<file path="config.mk">
export PLATFORM = sky130hd
export DESIGN_NAME = decade_divider
export DESIGN_NICKNAME = d
export VERILOG_FILES = /design/src/rtl/decdiv_pkg.sv /design/src/rtl/decdiv_ctrl.sv /design/src/rtl/decdiv_datapath.sv /design/src/rtl/decade_divider.sv
export SDC_FILE = /design/constraint.sdc
export NUM_CORES = 1
export LEC_CHECK = 0
export BUFFER_PORTS_ARGS = -buffer_cell sky130_fd_sc_hd__buf_2
export CAP_MARGIN = 20
export CORE_AREA = 5 5 42 44
export DETAILED_ROUTE_END_ITERATION = 10
export DIE_AREA = 0 0 47 49
export PLACE_DENSITY_LB_ADDON = 0.05
export REMOVE_ABC_BUFFERS = 1
export SYNTH_ARGS = -nofsm -noshare
export SYNTH_HDL_FRONTEND = slang
export SYNTH_HIERARCHICAL = 1
export SYNTH_SLANG_ARGS = --single-unit
</file>
<file path="constraint.sdc">
create_clock -name clk -period 1.9 [get_ports clk]
set_clock_uncertainty 0.15 [all_clocks]
set_input_delay 0.095 -clock clk [delete_from_list [all_inputs] [get_ports clk]]
set_output_delay 0.095 -clock clk [all_outputs]
set_load 0.02 [all_outputs]
</file>
<file path="src/rtl/decdiv_pkg.sv">
package decdiv_pkg;

  // Strobes from control to datapath, valid for the current clock edge
  typedef struct packed {
    logic clear;      // synchronous reset of every bit
    logic advance;    // this edge is a count event
    logic symmetric;  // structure latched at reset: 1 = modulo-5 plus toggle
    logic wrapLow;    // modulo-5 section wraps on this event
    logic wrapFull;   // last state of the ten-event period
  } ctrlStrobes_t;

endpackage

</file>
<file path="src/rtl/decdiv_ctrl.sv">
module decdiv_ctrl
  import decdiv_pkg::*;
#(
  parameter int SUB_MOD = 5,
  parameter int DEC_MOD = 10
) (
  input  logic                         clk,
  input  logic                         rst,
  input  logic                         en,
  input  logic                         symMode,
  input  logic [$clog2(SUB_MOD)-1:0]   lowCnt,
  input  logic                         topBit,
  output ctrlStrobes_t                 strobes,
  output logic                         tc
);

  localparam int LOW_W = $clog2(SUB_MOD);
  localparam int CNT_W = LOW_W + 1;
  localparam logic [LOW_W-1:0] LOW_LAST = LOW_W'(SUB_MOD - 1);
  localparam logic [CNT_W-1:0] DEC_LAST = CNT_W'(DEC_MOD - 1);

  logic modeReg;
  logic atLowLast;
  logic atDecLast;

  // Structure is captured only while reset is held
  always_ff @(posedge clk) begin
    if (rst) modeReg <= symMode;
  end

  always_comb begin
    atLowLast = (lowCnt == LOW_LAST);
    atDecLast = ({topBit, lowCnt} == DEC_LAST);

    strobes.clear     = rst;
    strobes.advance   = en & ~rst;
    strobes.symmetric = modeReg;
    strobes.wrapLow   = modeReg & atLowLast;
    strobes.wrapFull  = modeReg ? (atLowLast & topBit) : atDecLast;

    tc = strobes.advance & strobes.wrapFull;
  end


  tc_needs_enable_chk: assert property (@(posedge clk) disable iff (rst)
    tc |-> en);


  mode_hold_chk: assert property (@(posedge clk) disable iff (rst)
    !$past(rst) |-> $stable(modeReg));

endmodule

</file>
<file path="src/rtl/decdiv_datapath.sv">
module decdiv_datapath
  import decdiv_pkg::*;
#(
  parameter int SUB_MOD = 5,
  parameter int DEC_MOD = 10
) (
  input  logic                         clk,
  input  ctrlStrobes_t                 strobes,
  output logic [$clog2(SUB_MOD)-1:0]   lowCnt,
  output logic                         topBit
);

  localparam int LOW_W = $clog2(SUB_MOD);
  localparam int CNT_W = LOW_W + 1;
  localparam logic [LOW_W-1:0] LOW_LAST = LOW_W'(SUB_MOD - 1);
  localparam logic [CNT_W-1:0] DEC_LAST = CNT_W'(DEC_MOD - 1);

  logic [LOW_W-1:0] lowNext;
  logic [CNT_W-1:0] fullNext;

  always_comb begin
    lowNext  = strobes.wrapLow ? '0 : lowCnt + 1'b1;
    fullNext = strobes.wrapFull ? '0 : {topBit, lowCnt} + 1'b1;
  end

  // All bits share the one clock; wrap is forced to zero synchronously
  always_ff @(posedge clk) begin
    if (strobes.clear) begin
      lowCnt <= '0;
      topBit <= 1'b0;
    end else if (strobes.advance) begin
      if (strobes.symmetric) begin
        lowCnt <= lowNext;
        if (strobes.wrapLow) topBit <= ~topBit;
      end else begin
        {topBit, lowCnt} <= fullNext;
      end
    end
  end


  reset_zero_chk: assert property (@(posedge clk)
    strobes.clear |=> (lowCnt == '0) && !topBit);


  decade_range_chk: assert property (@(posedge clk) disable iff (strobes.clear)
    !strobes.symmetric |-> ({topBit, lowCnt} <= DEC_LAST));


  sub_range_chk: assert property (@(posedge clk) disable iff (strobes.clear)
    strobes.symmetric |-> (lowCnt <= LOW_LAST));


  toggle_on_wrap_chk: assert property (@(posedge clk) disable iff (strobes.clear)
    (strobes.symmetric && !$past(strobes.clear) && (topBit != $past(topBit)))
      |-> ($past(lowCnt) == LOW_LAST));


  hold_chk: assert property (@(posedge clk) disable iff (strobes.clear)
    !strobes.advance |=> $stable(lowCnt) && $stable(topBit));

endmodule

</file>
<file path="src/rtl/decade_divider.sv">
module decade_divider
  import decdiv_pkg::*;
#(
  parameter int SUB_MOD = 5,
  parameter int DEC_MOD = 10
) (
  input  logic                             clk,
  input  logic                             rst,
  input  logic                             en,
  input  logic                             symMode,
  output logic [$clog2(SUB_MOD):0]         count,
  output logic                             divOut,
  output logic                             tc
);

  localparam int LOW_W = $clog2(SUB_MOD);

  ctrlStrobes_t     strobes;
  logic [LOW_W-1:0] lowCnt;
  logic             topBit;

  decdiv_ctrl #(.SUB_MOD(SUB_MOD), .DEC_MOD(DEC_MOD)) uCtrl (
    .clk     (clk),
    .rst     (rst),
    .en      (en),
    .symMode (symMode),
    .lowCnt  (lowCnt),
    .topBit  (topBit),
    .strobes (strobes),
    .tc      (tc)
  );

  decdiv_datapath #(.SUB_MOD(SUB_MOD), .DEC_MOD(DEC_MOD)) uData (
    .clk     (clk),
    .strobes (strobes),
    .lowCnt  (lowCnt),
    .topBit  (topBit)
  );

  assign count  = {topBit, lowCnt};
  assign divOut = topBit;

endmodule

</file>
Yosys cells after proc, flatten, opt, wreduce, memory -nomap -nowiden
Index checks and enable logic that the tools add are counted.
Widths: inputs -> output; s select.
Storage, ports and cells
  output and inout port bits: 6
  bits of input ports: 4
  logic and storage cells: 21
  register bits after elaboration: 5
Operators by class
  add/sub/neg operators: 2
  equality and inequality tests: 3
  muxes and demuxes: 6
  reductions and logical operators: 1
  bitwise gates (word level): 6
Operators with widths (number)
  $mux 3: 2
  $add 4x1->4 const B: 1
  $and 1x1->1: 4
  $eq 4x4->1 const B: 1
  $mux 4: 1
  $add 3x1->3 const B: 1
  $eq 3x3->1 const B: 1
  $mux 1: 3
  $ne 2x1->1 const B: 1
  $not 1->1: 2
  $reduce_and 2->1: 1

Longest topological paths before layout
Gate-level depths: netlist (run 1).
  word-level depth: 5
  gate-level depth with buffers: 6
  gate-level depth less buffers: 5

Hierarchy
Netlist (run 1), hierarchy kept.
By module, submodules not included
  decdiv_datapath: instances 1, sequential area each 80.1 µm², area each 220.2 µm², cells an instance 24
  decdiv_ctrl: instances 1, sequential area each 30.0 µm², area each 107.6 µm², cells an instance 11
  decade_divider: instances 1, sequential area each 0.0 µm², area each 7.5 µm², cells an instance 1

Worst setup path before layout (run 1)
Ideal clock, no wire load.
  kind: flip-flop to output port
  from: register uData.lowCnt[0]
  to: output tc
  arrival time: 1.544 ns
  buffers on the path: 0
  path slack: 0.111 ns
  data required time: 1.655 ns
  stages on the path, launching flop included: 3
  cell sequence: dfxtp_1 > or3b_1 > a2111oi_2
Between the ends
  longest elaborated chain between the ends: 4
  elaborated cells between the ends (all ways): 5
  classes of those cells: eq/ne: 2; mux: 1; bitwise: 2
Ends and longest elaborated chain
  from (decl): line decdiv_datapath.sv:9  | output logic [$clog2(SUB_MOD)-1:0] lowCnt,
  from (signal assigned): line decdiv_datapath.sv:33  | lowCnt <= lowNext;
  from (signal assigned): line decdiv_datapath.sv:36  | {topBit, lowCnt} <= fullNext;
  $eq 3x3->1: line decdiv_ctrl.sv:32  | atLowLast = (lowCnt == LOW_LAST);
  $and 1x1->1: line decdiv_ctrl.sv:39  | strobes.wrapFull = modeReg ? (atLowLast & topBit) : atDecLast;
  $mux 1 *: line decdiv_ctrl.sv:39
  $and 1x1->1 *: line decdiv_ctrl.sv:41  | tc = strobes.advance & strobes.wrapFull;
  to (decl): line decade_divider.sv:13  | output logic tc
Mark *: on every way between the ends. The rest lies on a longest branch, timed or not.

Worst setup path after layout (run 1)
  from: register uCtrl.modeReg
  to: output tc
Between the ends
  longest elaborated chain between the ends: 2
Ends and longest elaborated chain
  from (decl): line decdiv_ctrl.sv:22  | logic modeReg;
  from (signal assigned): line decdiv_ctrl.sv:28  | if (rst) modeReg <= symMode;
  $mux 1: line decdiv_ctrl.sv:39
  $and 1x1->1: line decdiv_ctrl.sv:41
Every way passes these cells.

==> flow_metrics.env, run 1 <==
export IMPL_stdcell_area_um2=468
export IMPL_synthTopCellsByCount="4 x dfxtp_1, 4 x nor2_1, 3 x buf_4, 3 x nand2b_1, 2 x inv_1"
export IMPL_powerDensity_nw_per_um2=614
export IMPL_min_path_type="in -> reg"
export IMPL_overflow=0
export IMPL_worst_pin_slew_ps=463
export IMPL_period_share=0.960
export IMPL_synth_flop_cell="dfxtp_1"
export IMPL_grt_pass1_vias=318
export IMPL_synthesis_area_um2=335
export IMPL_cpPeakStageDelay_ps=440
export IMPL_rsz0062_at_grt="yes"
export IMPL_fill_cells=159
export IMPL_pin_count=10
export IMPL_vias=315
export IMPL_cts_buffers=3
export IMPL_report_final_slew_viol_count=0
export IMPL_worst_ep_arrival_time_ps=1580
export IMPL_cts_tree="done"
export IMPL_fmax_ghz=0.548
export IMPL_critPathCaptureType="output pin"
export IMPL_ant_nets=0
export IMPL_diodes=0
export IMPL_synth_distinct_cells=25
export IMPL_placed_cell_area_um2=389
export IMPL_route_detailed_drc=0
export IMPL_yosys_warnings=6
export IMPL_layout_setup_ws_ps=76.7
export IMPL_hpwl_um=579
export IMPL_wirelength_um=763
export IMPL_synthCells=36
export IMPL_numClockSinks=5
export IMPL_clock_path_buffers=2
export IMPL_multi_input_area_um2=206
export IMPL_syn_avg_cell_area_um2=9.31
export IMPL_start_util=0.239
export IMPL_core_um2=1400
export IMPL_drive_gt1_frac=0.373
export IMPL_setup_tns_ps=0
export IMPL_worstPathRequired_ps=1650
export IMPL_die_w_um=47
export IMPL_antenna_found_initial=0
export IMPL_critPathKind="reg -> out"
export IMPL_die_area_um2=2300
export IMPL_dpl_cell_count=59
export IMPL_relSlewSlack=0.690
export IMPL_vdd_drop_max_mv=0.357
export IMPL_drt_iter0_drc=1
export IMPL_fp_row_count=14
export IMPL_netlist_top_cells_area="dfxtp_1 24%, edfxtp_1 9.0%, buf_4 6.7%"
export IMPL_register_area_um2=110
export IMPL_fin_nets=57
export IMPL_final_util=0.334
export IMPL_setup_viol=0
export IMPL_min_period_ps=1820
export IMPL_viasPerCell=4.70
export IMPL_p_leak_nw=0.206
export IMPL_grt_pass1_wl_um=1360
export IMPL_h_tree_depth=1
export IMPL_ys_ff_latch=5
export IMPL_dr_pass1_iters=2
export IMPL_slowest_stage="or3b_4"
export IMPL_synth_edf_count=1
export IMPL_avgRoutedWirePerCell_um=11.4
export IMPL_cap_viol_max_count=0
export IMPL_area_growth_pct=39.6
export IMPL_finalPower_mw=0.287
export IMPL_final_cells=67
export IMPL_status="finished, final reports clean"
export IMPL_hold_slack_ps=278
export IMPL_die_h_um=49
export IMPL_cts_clk_slew_worst_paths_ps=40
export IMPL_io_buffers=9
export IMPL_hold_viol=0
export IMPL_clockRootBuffer="clkbuf_4"
export IMPL_pre_cts_ws_ps=155
export IMPL_grt_max_degree=7
export IMPL_ys_seq_area_frac=0.328
export IMPL_start_kind="flip-flop"
export IMPL_path_cells="or3b_4, a2111oi_4, buf_4"
export IMPL_clk_latency_ps=240
export IMPL_cp_max_fo=2
export IMPL_path_buf_inv=1
export IMPL_yosysTopAreaCell="dfxtp_1"
export IMPL_grt_usage=0.0881
export IMPL_cp_top_family="simple AND/OR/NAND/NOR gates"
export IMPL_place_gp_congestion=0.693
export IMPL_synth_top_area_frac=0.239
export IMPL_synthArstFlopShare=0
area by class of cell:
| cell class | instances | share of cell area |
|---|---|---|
| sequential | 5 | 0.235 |
| inverter | 2 | 0.0160 |
| clock buffer | 4 | 0.0561 |
| tap | 16 | 0.0428 |
| timing repair buffer | 15 | 0.209 |
| multi-input combinational | 25 | 0.441 |
sequential cells by signal, indices dropped and copies added (netlist names):
register       cells
uData/topBit       1
uCtrl/modeReg      1
uData/lowCnt       3
routing by layer:
layer | track usage | vias to the layer above | share of wire
met5 | 0 | - | 0
met4 | 0.0968 | 0 | 0.063
met3 | 0.0369 | 7 | 0.062
met2 | 0.120 | 10 | 0.49
met1 | 0.0903 | 142 | 0.38
li1 | - | 156 | -
cells by family (layout without fill, tap and decap cells):
kind of cell,Yosys count,count (layout),share of synthesized area
DFF,5,5,0.328
and+or+nand+nor,15,15,0.291
xor gates and xnor gates,2,2,0.0522
buffers and inverters,6,21,0.101
AOI/OAI and AO/OA,5,5,0.127
muxes,2,2,0.0634
adders and majority gates,1,1,0.0373
repair_timing:
action                     CTS  global route
setup endpoints to repair    1             2
hold endpoints to repair     3             0
gates cloned                 0             0
hold buffers                 2             0
buffers inserted             1             1
pin swaps                    0             3
resized for setup            1             2
where the power goes:
group	total, mW	switching (mW)	internal (mW)
Sequential	0.118	0.00460	0.114
Combinational	0.0437	0.0204	0.0233
Clock	0.125	0.0458	0.0795
Total	0.287	0.0708	0.216
worst register-to-register path, stage by stage, from the launching register on:
cell	delay, ps
edfxtp_1	410
buf_4	160
nand3b_1	90
a21oi_1	100
and2b_1	160
or4_1	490
a31oi_1	140
worst paths after layout:
| check | start | to | slack, ps | cells after the start |
|---|---|---|---|---|
| hold / removal | en | uData/lowCnt[0]$_SDFFE_PP0P_ | 280 | 5 |
| setup / recovery | uCtrl/modeReg$_DFFE_PP_ | tc | 80 | 3 |
| setup reg to reg | uCtrl/modeReg$_DFFE_PP_ | uData/topBit$_SDFFE_PP0P_ | 130 | 6 |
| hold reg to reg | uData/topBit$_SDFFE_PP0P_ | uData/topBit$_SDFFE_PP0P_ | 390 | 2 |
cell usage in the layout (no fill, tap or decap):
cell / synthesis / routed
and4bb_1: 1 / 1
dfxtp_1: 4 / 4
buf_2: 0 / 8
clkbuf_1: 1 / 1
or4_1: 1 / 1
ha_1: 1 / 1
a21o_1: 1 / 1
a2111oi_4: 0 / 1
xor2_1: 1 / 1
nand2_1: 1 / 1
nand3b_1: 1 / 1
nor2_1: 4 / 4
mux2_2: 1 / 1
dlygate4sd3_1: 0 / 2
clkbuf_4: 0 / 3
and2b_1: 1 / 1
xnor2_1: 1 / 1
inv_1: 2 / 2
mux2i_1: 1 / 1
or3b_4: 0 / 1
buf_4: 3 / 5
and4b_1: 1 / 1
and2_1: 1 / 1
nand2b_1: 3 / 3
a31oi_1: 1 / 1
a21oi_1: 1 / 1
edfxtp_1: 1 / 1
o2111ai_1: 1 / 1
No activity file was read; power rests on OpenSTA's default activity.
==> run 2: changes to the inputs <==
--- a/config.mk
+++ b/config.mk
@@ -10,7 +10,6 @@
 export CORE_AREA = 5 5 42 44
 export DETAILED_ROUTE_END_ITERATION = 10
 export DIE_AREA = 0 0 47 49
-export PLACE_DENSITY_LB_ADDON = 0.05
 export REMOVE_ABC_BUFFERS = 1
 export SYNTH_ARGS = -nofsm -noshare
 export SYNTH_HDL_FRONTEND = slang
==> run 2 against run 1 <==
Against the previous run: cell area down 2.9%; combinational power decreased by 15%; largest power group unchanged; sequential share of layout area rose by 0.99 points; power is 3.3% lower; die area did not move; routed wire length is 7.6% lower; fmax rose by 2.0%; first-iteration DRC count grew to 4.0 times the previous value; largest cell class unchanged; highest routed layer is now met3; via count is 9.5% lower; register-to-register slack worse by 20 ps.
==> flow_metrics.env, run 2 (synthesized netlist as in run 1, its figures left out) <==
export IMPL_fmax_ghz=0.560
export IMPL_p_leak_nw=0.196
export IMPL_rsz0062_at_grt="no"
export IMPL_clockRootBuffer="clkbuf_4"
export IMPL_final_util=0.324
export IMPL_core_um2=1400
export IMPL_fp_row_count=14
export IMPL_vdd_drop_max_mv=0.272
export IMPL_layout_common_cells="8 x buf_2, 4 x nor2_1"
export IMPL_worst_pin_slew_ps=468
export IMPL_placed_cell_area_um2=374
export IMPL_multi_input_area_um2=206
export IMPL_hold_slack_ps=277
export IMPL_seqPwrFrac=0.430
export IMPL_grt_pass1_vias=292
export IMPL_overflow=0
export IMPL_pin_count=10
export IMPL_worstReg2RegEnd="uData/topBit$_SDFFE_PP0P_"
export IMPL_area_growth_pct=35.4
export IMPL_status="finished, final reports clean"
export IMPL_gr_usage_met2=0.104
export IMPL_finalPower_mw=0.278
export IMPL_viasPerCell=4.38
export IMPL_clk_latency_ps=240
export IMPL_grt_pass1_wl_um=1230
export IMPL_critPathKind="reg -> out"
export IMPL_cts_clk_slew_worst_paths_ps=40
export IMPL_io_buffers=9
export IMPL_stdcell_area_um2=454
export IMPL_hold_viol=0
export IMPL_largest_register="uData/lowCnt"
export IMPL_wirelength_um=705
export IMPL_min_path_cells=5
export IMPL_fill_cells=157
export IMPL_reg2reg_setup_slack_ps=110
export IMPL_reg_top3="uData/lowCnt x3, uCtrl/modeReg x1, uData/topBit x1"
export IMPL_pre_cts_ws_ps=116
export IMPL_reg2reg_depth=6
export IMPL_power_frac_clock=0.435
export IMPL_report_final_slew_viol_count=0
export IMPL_grt_max_degree=8
export IMPL_grt_use_met3=0.0111
export IMPL_start_kind="flip-flop"
export IMPL_drt_iter0_drc=4
export IMPL_route_detailed_drc=0
export IMPL_setup_tns_ps=0
export IMPL_vias=285
export IMPL_min_path_type="in -> reg"
export IMPL_fin_nets=55
export IMPL_power_internal_mw=0.213
export IMPL_h_tree_depth=1
export IMPL_die_w_um=47
export IMPL_cap_viol_max_count=0
export IMPL_sw_frac_of_total=0.235
export IMPL_rr_startpoint="uCtrl/modeReg$_DFFE_PP_"
export IMPL_cts_tree="done"
export IMPL_period_share=0.940
export IMPL_min_to="uData/lowCnt[0]$_SDFFE_PP0P_"
export IMPL_start_util=0.239
export IMPL_largest_reg_flops=3
export IMPL_worst_ep_arrival_time_ps=1540
export IMPL_critPathCaptureType="output pin"
export IMPL_relSlewSlack=0.687
export IMPL_power_frac_comb=0.134
export IMPL_layout_setup_ws_ps=113
export IMPL_grt_usage=0.0740
export IMPL_numClockSinks=5
export IMPL_setup_viol=0
export IMPL_place_gp_congestion=0.664
export IMPL_drive_gt1_frac=0.367
export IMPL_diodes=0
export IMPL_min_period_ps=1790
export IMPL_ant_nets=0
export IMPL_dpl_cell_count=57
export IMPL_die_area_um2=2300
export IMPL_hp_start="en"
export IMPL_die_h_um=49
export IMPL_antenna_found_initial=0
export IMPL_layout_commonest_cell="buf_2"
export IMPL_worstPathRequired_ps=1650
export IMPL_powerDensity_nw_per_um2=612
export IMPL_clock_path_buffers=2
export IMPL_cts_buffers=3
export IMPL_grt_busiest_layer="met2"
export IMPL_use_met1=0.0903
export IMPL_p_sw_mw=0.0652
export IMPL_avgRoutedWirePerCell_um=10.8
export IMPL_dr_pass1_iters=4
export IMPL_hpwl_um=504
export IMPL_cp_max_fo=2
export IMPL_register_area_um2=111
export IMPL_final_cells=65
run 2: changes by cell type in the layout (fill, tap and decap cells not counted):
cell and delta:
buf_4 -2, dfxtp_2 +1, dfxtp_1 -1
run 2: final cells by class:
type / count / area share
Clock buffer: 4 / 0.0579
Tap cell: 16 / 0.0441
Timing Repair Buffer: 13 / 0.182
Sequential cell: 5 / 0.245
Inverter: 2 / 0.0165
Multi-Input combinational cell: 25 / 0.455
run 2: critical path: stages (launching register included):
cell and delay (ps):
edfxtp_1 400, or3b_4 420, a2111oi_4 290, buf_4 190
run 2: power by group through the flow:
stage | Combinational, mW | Clock, mW | Sequential (mW)
6_report | 0.0373 | 0.121 | 0.120
5_1_grt | 0.0411 | 0.137 | 0.121
4_1_cts | 0.0350 | 0.130 | 0.119
3_5_place_dp | 0.0275 | 0 | 0.122
3_3_place_gp | 0.0272 | 0 | 0.122
2_1_floorplan | 0.0146 | 0 | 0.125
run 2: how the worst max path moves through the flow:
stage / start / endpoint / slack (ps)
2_1_floorplan: uData/lowCnt[0]$_SDFFE_PP0P_ / tc / 110
3_3_place_gp: uCtrl/modeReg$_DFFE_PP_ / uData/lowCnt[2]$_SDFFE_PP0P_ / 130
3_5_place_dp: uCtrl/modeReg$_DFFE_PP_ / uData/lowCnt[0]$_SDFFE_PP0P_ / 120
4_1_cts: uCtrl/modeReg$_DFFE_PP_ / tc / 4
5_1_grt: uCtrl/modeReg$_DFFE_PP_ / uData/topBit$_SDFFE_PP0P_ / 10
6_report: uCtrl/modeReg$_DFFE_PP_ / tc / 110
run 2: metal layers:
metal | routed length, um | part of all wire
met1 | 299 | 0.42
met2 | 349 | 0.50
met3 | 56 | 0.079
met4 | 0 | 0
met5 | 0 | 0
run 2: timing repair:
action,CTS,global route
pin swaps,0,2
endpoints found under the setup margin,1,2
hold endpoints to repair,3,0
buffers inserted,1,1
hold buffers,2,0
resized for setup,1,3
==> run 3: changes to the inputs <==
--- a/config.mk
+++ b/config.mk
@@ -10,6 +10,7 @@
 export CORE_AREA = 5 5 42 44
 export DETAILED_ROUTE_END_ITERATION = 10
 export DIE_AREA = 0 0 47 49
+export GPL_TIMING_DRIVEN = 0
 export REMOVE_ABC_BUFFERS = 1
 export SYNTH_ARGS = -nofsm -noshare
 export SYNTH_HDL_FRONTEND = slang
==> run 3 against run 2 <==
Against the previous run: cell area decreased by 0.28%; sequential share of layout area decreased by 0.21 points; routed wire length increased by 2.0%; count of clock-buffer cells in the layout unchanged; worst hold slack got worse by 2.7 ps; non-clock buffer count unchanged; register-to-register slack about the same; via count decreased by 1.8%; power decreased by 0.13%; sequential power about the same; setup slack got worse by 65 ps; global-route usage decreased by 0.27 points; largest power group is now sequential cells.
==> flow_metrics.env, run 3 (synthesized netlist as in run 1, its figures left out) <==
export IMPL_viasPerCell=4.31
export IMPL_reg_top3="uData/lowCnt x3, uCtrl/modeReg x1, uData/topBit x1"
export IMPL_hold_viol=0
export IMPL_layout_common_cells="8 x buf_2, 4 x nor2_1, 4 x dfxtp_1"
export IMPL_route_detailed_drc=0
export IMPL_numClockSinks=5
export IMPL_status="finished, final reports clean"
export IMPL_core_um2=1400
export IMPL_min_path_cells=5
export IMPL_h_tree_depth=1
export IMPL_start_util=0.239
export IMPL_hpwl_um=473
export IMPL_cts_buffers=3
export IMPL_min_path_type="in -> reg"
export IMPL_p_leak_nw=0.196
export IMPL_start_kind="flip-flop"
export IMPL_clk_latency_ps=240
export IMPL_cts_tree="done"
export IMPL_clockRootBuffer="clkbuf_4"
export IMPL_layout_commonest_cell="buf_2"
export IMPL_die_h_um=49
export IMPL_rr_startpoint="uData/lowCnt[0]$_SDFFE_PP0P_"
export IMPL_grt_pass1_vias=272
export IMPL_io_buffers=9
export IMPL_reg2reg_depth=5
export IMPL_worst_ep_arrival_time_ps=1610
export IMPL_grt_pass1_wl_um=1170
export IMPL_setup_viol=0
export IMPL_clock_path_buffers=2
export IMPL_reg2reg_setup_slack_ps=100
export IMPL_diodes=0
export IMPL_dpl_cell_count=57
export IMPL_min_to="uData/lowCnt[0]$_SDFFE_PP0P_"
export IMPL_critPathKind="reg -> out"
export IMPL_die_area_um2=2300
export IMPL_powerDensity_nw_per_um2=612
export IMPL_worstReg2RegEnd="uData/topBit$_SDFFE_PP0P_"
export IMPL_rsz0062_at_grt="yes"
export IMPL_vdd_drop_max_mv=0.340
export IMPL_setup_tns_ps=0
export IMPL_avgRoutedWirePerCell_um=11.1
export IMPL_worstPathRequired_ps=1650
export IMPL_final_cells=65
export IMPL_largest_reg_flops=3
export IMPL_min_period_ps=1850
export IMPL_largest_register="uData/lowCnt"
export IMPL_cts_clk_slew_worst_paths_ps=40
export IMPL_ant_nets=0
export IMPL_worst_pin_slew_ps=436
export IMPL_place_gp_congestion=0.647
export IMPL_hp_start="en"
export IMPL_drt_iter0_drc=0
export IMPL_fin_nets=55
export IMPL_period_share=0.975
export IMPL_startpoint="uCtrl/modeReg$_DFFE_PP_"
export IMPL_drive_gt1_frac=0.347
export IMPL_cp_max_fo=6
export IMPL_vias=280
export IMPL_overflow=0
export IMPL_relSlewSlack=0.708
export IMPL_grt_max_degree=9
export IMPL_area_growth_pct=35.1
export IMPL_fp_row_count=14
export IMPL_grt_usage=0.0713
export IMPL_antenna_found_initial=0
export IMPL_wirelength_um=719
export IMPL_cap_viol_max_count=0
export IMPL_die_w_um=47
export IMPL_fmax_ghz=0.540
export IMPL_dr_pass1_iters=1
export IMPL_report_final_slew_viol_count=0
export IMPL_pin_count=10
export IMPL_critPathCaptureType="output pin"
==> run 3: repair_timing <==
action / CTS / global route
endpoints found under the setup margin: 1 / 5
setup buffers: 0 / 2
endpoints found under the hold margin: 2 / 0
hold buffers: 2 / 0
gates resized for setup: 3 / 0
pin swaps: 2 / 2
==> run 3: power breakdown <==
group	internal [mW]	total [mW]	switching (mW)
combinational	0.0191	0.0360	0.0168
clock	0.0793	0.121	0.0416
sequential	0.114	0.121	0.00691
total	0.212	0.277	0.0654
==> run 3: routing by layer <==
metal | share of wire | track usage | wire length (um) | up-vias
met5 | 0 | 0 | 0 | -
met3 | 0.078 | 0.0111 | 56 | 0
met2 | 0.47 | 0.0928 | 338 | 7
li1 | - | - | - | 150
met4 | 0 | 0.0691 | 0 | 0
met1 | 0.45 | 0.0929 | 325 | 123
==> run 3: worst max path at each step <==
stage	end	slack, ps
floorplan	tc	110
finish	tc	50
detailed placement	uData/topBit$_SDFFE_PP0P_	80
CTS	tc	3
global placement	uData/topBit$_SDFFE_PP0P_	110
global route	tc	-50
==> run 3: stage by stage <==
stage	utilization	instance area, um^2	hold WS (ps)	setup slack [ps]	power (mW)
floorplan	-	309	14.4	111	0.139
detailed placement	0.267	374	123	81.4	0.150
global route	0.323	453	341	-46.2	0.294
CTS	0.313	438	265	3.25	0.282
global placement	0.267	374	123	113	0.149
finish	0.323	453	275	48.4	0.277
==> run 3: final cells by class <==
type                    instances  area (um^2)
inverters                       2         7.51
fillers                       162          948
multi-input cells              25          206
flip-flops and latches          5          110
repair buffers                 13         82.6
well taps                      16         20.0
clock buffers                   4         26.3
==> run 3: worst max-delay path, cell delays in order, from the launching register on <==
cell,delay [ps]
edfxtp_1,450
or3b_4,420
a2111oi_4,300
buf_4,200
